$ cat src/rtl/xirq_pkg.sv
package xirq_pkg;
  localparam int unsigned DATA_W  = 32;
  localparam int unsigned EN_BIT  = 16;
  localparam int unsigned LVL_BIT = 9;
  localparam int unsigned POL_BIT = 8;
  localparam logic [DATA_W-1:0] CFG_MASK =
    (DATA_W'(1) << EN_BIT) | (DATA_W'(1) << LVL_BIT) | (DATA_W'(1) << POL_BIT);

  typedef struct packed {
    logic en;
    logic lvl;
    logic pol;
  } chan_cfg_t;

  function automatic chan_cfg_t word_to_cfg(logic [DATA_W-1:0] w);
    chan_cfg_t c;
    c.en  = w[EN_BIT];
    c.lvl = w[LVL_BIT];
    c.pol = w[POL_BIT];
    return c;
  endfunction

  function automatic logic [DATA_W-1:0] cfg_to_word(chan_cfg_t c);
    logic [DATA_W-1:0] w;
    w = '0;
    w[EN_BIT]  = c.en;
    w[LVL_BIT] = c.lvl;
    w[POL_BIT] = c.pol;
    return w;
  endfunction
endpackage

$ cat src/rtl/xirq_sync.sv
module xirq_sync #(
  parameter int unsigned STAGES = 2
) (
  input  logic clk_i,
  input  logic rst_ni,
  input  logic d_i,
  output logic q_o
);
  logic [STAGES-1:0] chain_q;

  always_ff @(posedge clk_i or negedge rst_ni) begin
    if (!rst_ni) chain_q <= '0;
    else         chain_q <= {chain_q[STAGES-2:0], d_i};
  end

  assign q_o = chain_q[STAGES-1];
endmodule

$ cat src/rtl/xirq_regs.sv
module xirq_regs
  import xirq_pkg::*;
#(
  parameter int unsigned NUM_CH = 2,
  parameter int unsigned ADDR_W = 8
) (
  input  logic                     clk_i,
  input  logic                     rst_ni,
  input  logic                     sel_i,
  input  logic                     enable_i,
  input  logic                     write_i,
  input  logic [ADDR_W-1:0]        addr_i,
  input  logic [DATA_W-1:0]        wdata_i,
  output logic [DATA_W-1:0]        rdata_o,
  output chan_cfg_t [NUM_CH-1:0]   cfg_o
);
  localparam int unsigned WORD_W = ADDR_W - 2;

  logic [WORD_W-1:0] word_idx;
  logic              wr_stb;
  chan_cfg_t [NUM_CH-1:0] cfg_q;
  logic [DATA_W-1:0] rd_mux;

  assign word_idx = addr_i[ADDR_W-1:2];
  assign wr_stb   = sel_i & enable_i & write_i;

  // word 0 is reserved; channel n lives at word n+1
  for (genvar ch = 0; ch < NUM_CH; ch++) begin : g_cfg
    always_ff @(posedge clk_i or negedge rst_ni) begin
      if (!rst_ni)
        cfg_q[ch] <= '0;
      else if (wr_stb && word_idx == WORD_W'(ch + 1))
        cfg_q[ch] <= word_to_cfg(wdata_i);
    end
  end

  always_comb begin
    rd_mux = '0;
    for (int ch = 0; ch < NUM_CH; ch++) begin
      if (word_idx == WORD_W'(ch + 1)) rd_mux = cfg_to_word(cfg_q[ch]);
    end
  end

  assign rdata_o = sel_i ? rd_mux : '0;
  assign cfg_o   = cfg_q;
endmodule

$ cat src/rtl/xirq_chan.sv
module xirq_chan
  import xirq_pkg::*;
(
  input  logic      clk_i,
  input  logic      rst_ni,
  input  logic      lvl_i,
  input  chan_cfg_t cfg_i,
  output logic      irq_o
);
  logic hist_q;
  logic irq_q;
  logic hit;

  always_comb begin
    case ({cfg_i.lvl, cfg_i.pol})
      2'b11:   hit = lvl_i;             // level, active high
      2'b10:   hit = ~lvl_i;            // level, active low
      2'b00:   hit = lvl_i & ~hist_q;   // rising edge
      default: hit = ~lvl_i & hist_q;   // falling edge
    endcase
  end

  // history tracks even while disabled so enabling cannot fake an edge
  always_ff @(posedge clk_i or negedge rst_ni) begin
    if (!rst_ni) begin
      hist_q <= 1'b0;
      irq_q  <= 1'b0;
    end else begin
      hist_q <= lvl_i;
      irq_q  <= cfg_i.en & hit;
    end
  end

  assign irq_o = irq_q;
endmodule

$ cat src/rtl/xirq_cond.sv
module xirq_cond
  import xirq_pkg::*;
#(
  parameter int unsigned NUM_CH      = 2,
  parameter int unsigned ADDR_W      = 8,
  parameter int unsigned SYNC_STAGES = 2
) (
  input  logic              clk_i,
  input  logic              rst_ni,
  input  logic              bus_sel_i,
  input  logic              bus_enable_i,
  input  logic              bus_write_i,
  input  logic [ADDR_W-1:0] bus_addr_i,
  input  logic [31:0]       bus_wdata_i,
  output logic [31:0]       bus_rdata_o,
  input  logic [NUM_CH-1:0] pin_i,
  output logic [NUM_CH-1:0] irq_o
);
  chan_cfg_t [NUM_CH-1:0] cfg_w;
  logic [NUM_CH-1:0]      sync_w;

  xirq_regs #(.NUM_CH(NUM_CH), .ADDR_W(ADDR_W)) u_regs (
    .clk_i    (clk_i),
    .rst_ni   (rst_ni),
    .sel_i    (bus_sel_i),
    .enable_i (bus_enable_i),
    .write_i  (bus_write_i),
    .addr_i   (bus_addr_i),
    .wdata_i  (bus_wdata_i),
    .rdata_o  (bus_rdata_o),
    .cfg_o    (cfg_w)
  );

  for (genvar ch = 0; ch < NUM_CH; ch++) begin : g_ch
    xirq_sync #(.STAGES(SYNC_STAGES)) u_sync (
      .clk_i  (clk_i),
      .rst_ni (rst_ni),
      .d_i    (pin_i[ch]),
      .q_o    (sync_w[ch])
    );

    xirq_chan u_chan (
      .clk_i  (clk_i),
      .rst_ni (rst_ni),
      .lvl_i  (sync_w[ch]),
      .cfg_i  (cfg_w[ch]),
      .irq_o  (irq_o[ch])
    );
  end
endmodule

$ cat config.mk
export PLATFORM = sky130hd
export DESIGN_NAME = xirq_cond
export DESIGN_NICKNAME = d
export VERILOG_FILES = /design/src/rtl/xirq_pkg.sv /design/src/rtl/xirq_sync.sv /design/src/rtl/xirq_regs.sv /design/src/rtl/xirq_chan.sv /design/src/rtl/xirq_cond.sv
export SDC_FILE = /design/constraint.sdc
export NUM_CORES = 1
export LEC_CHECK = 0
export BUFFER_PORTS_ARGS = -buffer_cell sky130_fd_sc_hd__buf_2
export CAP_MARGIN = 20
export CORE_ASPECT_RATIO = 1.4
export CORE_MARGIN = 2
export CORE_UTILIZATION = 25
export DETAILED_ROUTE_END_ITERATION = 7
export GPL_TIMING_DRIVEN = 0
export PLACE_DENSITY = 0.56
export SYNTH_ARGS = -nofsm -noshare
export SYNTH_HDL_FRONTEND = slang
export SYNTH_SLANG_ARGS = --single-unit
$ cat constraint.sdc
create_clock -name clk_i -period 1 [get_ports clk_i]
set_input_delay 0.05 -clock clk_i [delete_from_list [all_inputs] [get_ports clk_i]]
set_output_delay 0.05 -clock clk_i [all_outputs]
set_load 0.05 [all_outputs]
==> impl_metrics.toml <==
[sta]
setup-violations-final = 11
share_of_the_clock_period_used_by_the_worst_path = 1.32
worstMarginPinSlew_ps = 513
post-route-worst-setup-slack_ps = -319
setup-tns-final_ps = -2560
relSlewSlack = 0.657
fmax_ghz = 0.758
period_needed_ps = 1320
skew_ps = 0.607
final_hold_viol_count = 0
timing.final.max_slew_violations = 0
setup_repair_after_global_routing_missed_its_margin = "true"

[placement]
place_congestion = 0.828
numPortBuffers = 20
dpl_worst_slack_ps = -590
post-dp-hpwl_um = 1340

[logic_synthesis]
synthMostInstantiatedCell = "sky130_fd_sc_hd__buf_4"
synth_edf_count = 0
synth_area_um2 = 868
cell_types_occupying_the_most_area_after_synthesis = "sky130_fd_sc_hd__dfrtp_1 40%, sky130_fd_sc_hd__buf_4 27%, sky130_fd_sc_hd__mux2_2 7.8%"
yosys-top-cells-count = "31 x sky130_fd_sc_hd__buf_4, 14 x sky130_fd_sc_hd__dfrtp_1, 7 x sky130_fd_sc_hd__nand3_1, 6 x sky130_fd_sc_hd__mux2_2, 3 x sky130_fd_sc_hd__a21boi_0"
postSynthRegisterBits = 14
cell_variety_after_synth = 17
netlist.top_cell.by_area = "sky130_fd_sc_hd__dfrtp_1"
synthesis.instances = 79
synth_flop_cell = "sky130_fd_sc_hd__dfrtp_1"
synth_async_sr_flop_share = 1.00
synth_sequential_area_ratio = 0.403
count_of_synthesis_stage_warnings_from_yosys = 0
syn-mean-instance-area_um2 = 11.0
yosys.area.top_type_share = 0.403

[drt]
initialDrtViolationCount = 2
final_antenna_net_count = 0
drc_errors = 0
drt_pass1_iterations = 2
routed_wire_length_per_instance_um = 9.60
drt_wl_total_um = 1720
dr_total_vias = 686
detail_route.vias_per_cell = 3.83

[setup_path]
critical_path.endpoint_type = "flip-flop"
critPathMaxFanout = 3
crit_arrival_ps = 1440
cp_launch_type = "primary input"
type_of_the_setup_path_with_the_least_slack = "in -> reg"
worst_stage_delay_on_the_critical_path_ps = 570
timing.critical_path.cells = "buf_8 -> or4_4 -> nor4b_4 -> mux2_4"
reg2regPathDepth = 4
critPathSlowestCell = "sky130_fd_sc_hd__or4_4"
worstPathRequired_ps = 1130

[finish]
fill_cells = 328
seq_area_um2 = 350
flow.area_growth_from_synthesis_pct = 62.5
num-nets-final = 188
multi_input_comb_area_um2 = 492
finish.utilization = 0.422
antenna_cells = 0
share_of_post_route_cells_with_drive_strength_above_1 = 0.568

[die]
num_io_pins = 81
design.die.area_mm2 = 0.00397
fp-row-count = 25
coreArea_mm2 = 0.00335
start_util = 0.259
fp.dieW_um = 53.8
die_height_um = 73.7

[clocking]
ctsLongestPathBuffers = 2
clock-sinks = 14
htree_levels = 1
ctsRootBufferMaster = "sky130_fd_sc_hd__clkbuf_8"
cts_tree = "built"
insertion_delay_ps = 240
numCtsBuffers = 3
cts.reportedPaths.clkPinSlew_ps = 50

[pwr]
cellLeakagePower_nw = 0.744
totalPowerFinal_w = 0.00156
max-vdd-ir-drop_mv = 0.846
power.density_cell_area_mw_per_mm2 = 1100

[global_routing]
first_global_vias = 675
grt_max_degree = 15
grt_first_pass_wirelength_um = 2670
groute.usage.overall = 0.0924
grt_antenna_before_repair = 0
grt-ovfl-total = 0

[hold_path]
worst_hold_path.num_cells = 2
hp-class = "in -> reg"

[run_status]
outcome = "complete, but fails checks"
failing_checks = "negative setup slack"

[flow_run]
max_cap_viol_count = 0
## per-stage QoR
stage | hold slack (ps) | cell area (um2) | std cells
6_report | 67.8 | 1410 | 179
4_1_cts | 67.7 | 1390 | 179
3_5_place_dp | -37.5 | 1170 | 167
2_1_floorplan | -246 | 1020 | 107
3_3_place_gp | -44.3 | 1170 | 167
5_1_grt | 66.2 | 1410 | 179
## cells by family after synthesis
group                     share of synthesized area
DFF                                           0.403
AOI/OAI and AO/OA                            0.0490
and+or+nand+nor                               0.173
buffers and inverters                         0.272
other                                       0.00432
xor gates and xnor gates                     0.0202
muxes                                        0.0778
## what timing repair did
| action | 4_1_cts | 5_1_grt |
|---|---|---|
| hold buffers | 3 | 0 |
| endpoints found under the setup margin | 11 | 11 |
| gates resized for setup | 23 | 5 |
| pin swaps | 7 | 5 |
| buffers inserted | 6 | 1 |
| hold endpoints to repair | 16 | 0 |
## where the power goes
part           internal [W]  switching [W]
Sequential         0.000593      0.0000237
Combinational      0.000174       0.000327
Clock              0.000265       0.000173
## placed cells by master (no fill, tap or decap)
master	n
sky130_fd_sc_hd__a21boi_2	1
sky130_fd_sc_hd__a21boi_4	2
sky130_fd_sc_hd__and3b_1	2
sky130_fd_sc_hd__buf_12	1
sky130_fd_sc_hd__buf_2	15
sky130_fd_sc_hd__buf_4	33
sky130_fd_sc_hd__buf_6	5
sky130_fd_sc_hd__buf_8	3
sky130_fd_sc_hd__clkbuf_8	3
sky130_fd_sc_hd__conb_1	29
sky130_fd_sc_hd__dfrtp_1	14
sky130_fd_sc_hd__dlygate4sd3_1	3
sky130_fd_sc_hd__inv_1	1
sky130_fd_sc_hd__mux2_2	1
sky130_fd_sc_hd__mux2_4	5
sky130_fd_sc_hd__nand2_1	2
sky130_fd_sc_hd__nand3_1	1
sky130_fd_sc_hd__nand3_2	4
sky130_fd_sc_hd__nand3_4	2
sky130_fd_sc_hd__nor2b_1	2
sky130_fd_sc_hd__nor3b_1	2
sky130_fd_sc_hd__nor4_4	2
sky130_fd_sc_hd__nor4b_4	1
sky130_fd_sc_hd__o311a_1	2
sky130_fd_sc_hd__or4_4	1
sky130_fd_sc_hd__xor2_1	2
## worst max-delay path: cells and delay by family
family        cells  cell delay, ps
buf+inv           1              90
mux               1             330
simple gates      2             960
## state kept, by name (all words and copies together), names as in the netlist
name and flops:
g_ch.u_chan.irq_o 2, u_regs.cfg_o 6, g_ch.u_chan.hist_q 2, g_ch.u_sync.chain_q 4
## routing by layer
layer | wire length [um] | global-route usage | vias up
li1 | - | - | 331
met1 | 600 | 0.0786 | 306
met2 | 892 | 0.178 | 42
met3 | 175 | 0.0142 | 7
met4 | 51 | 0.0712 | 0
met5 | 0 | 0 | -
## final timing paths
kind | start | end | slack (ps)
min in group asynchronous | rst_ni | u_regs.cfg_o[2]$_DFFE_PN0P_ | 240
hold / removal | bus_wdata_i[16] | u_regs.cfg_o[2]$_DFFE_PN0P_ | 70
hold reg to reg | g_ch[1].u_sync.chain_q[0]$_DFF_PN0_ | g_ch[1].u_sync.chain_q[1]$_DFF_PN0_ | 350
setup / recovery | bus_addr_i[4] | u_regs.cfg_o[0]$_DFFE_PN0P_ | -320
max in group asynchronous | rst_ni | g_ch[1].u_chan.irq_o$_DFF_PN0_ | 520
setup reg to reg | u_regs.cfg_o[3]$_DFFE_PN0P_ | g_ch[1].u_chan.irq_o$_DFF_PN0_ | -120
## layout make-up
cell class,instances,share of cell area
plain buffers,31,0.165
clock buffers,3,0.0293
flip-flops and latches,14,0.248
well taps,40,0.0355
repair buffers,29,0.171
multi-input cells,61,0.348
inverters,1,0.00266
Power figures use the tool's default switching activity.
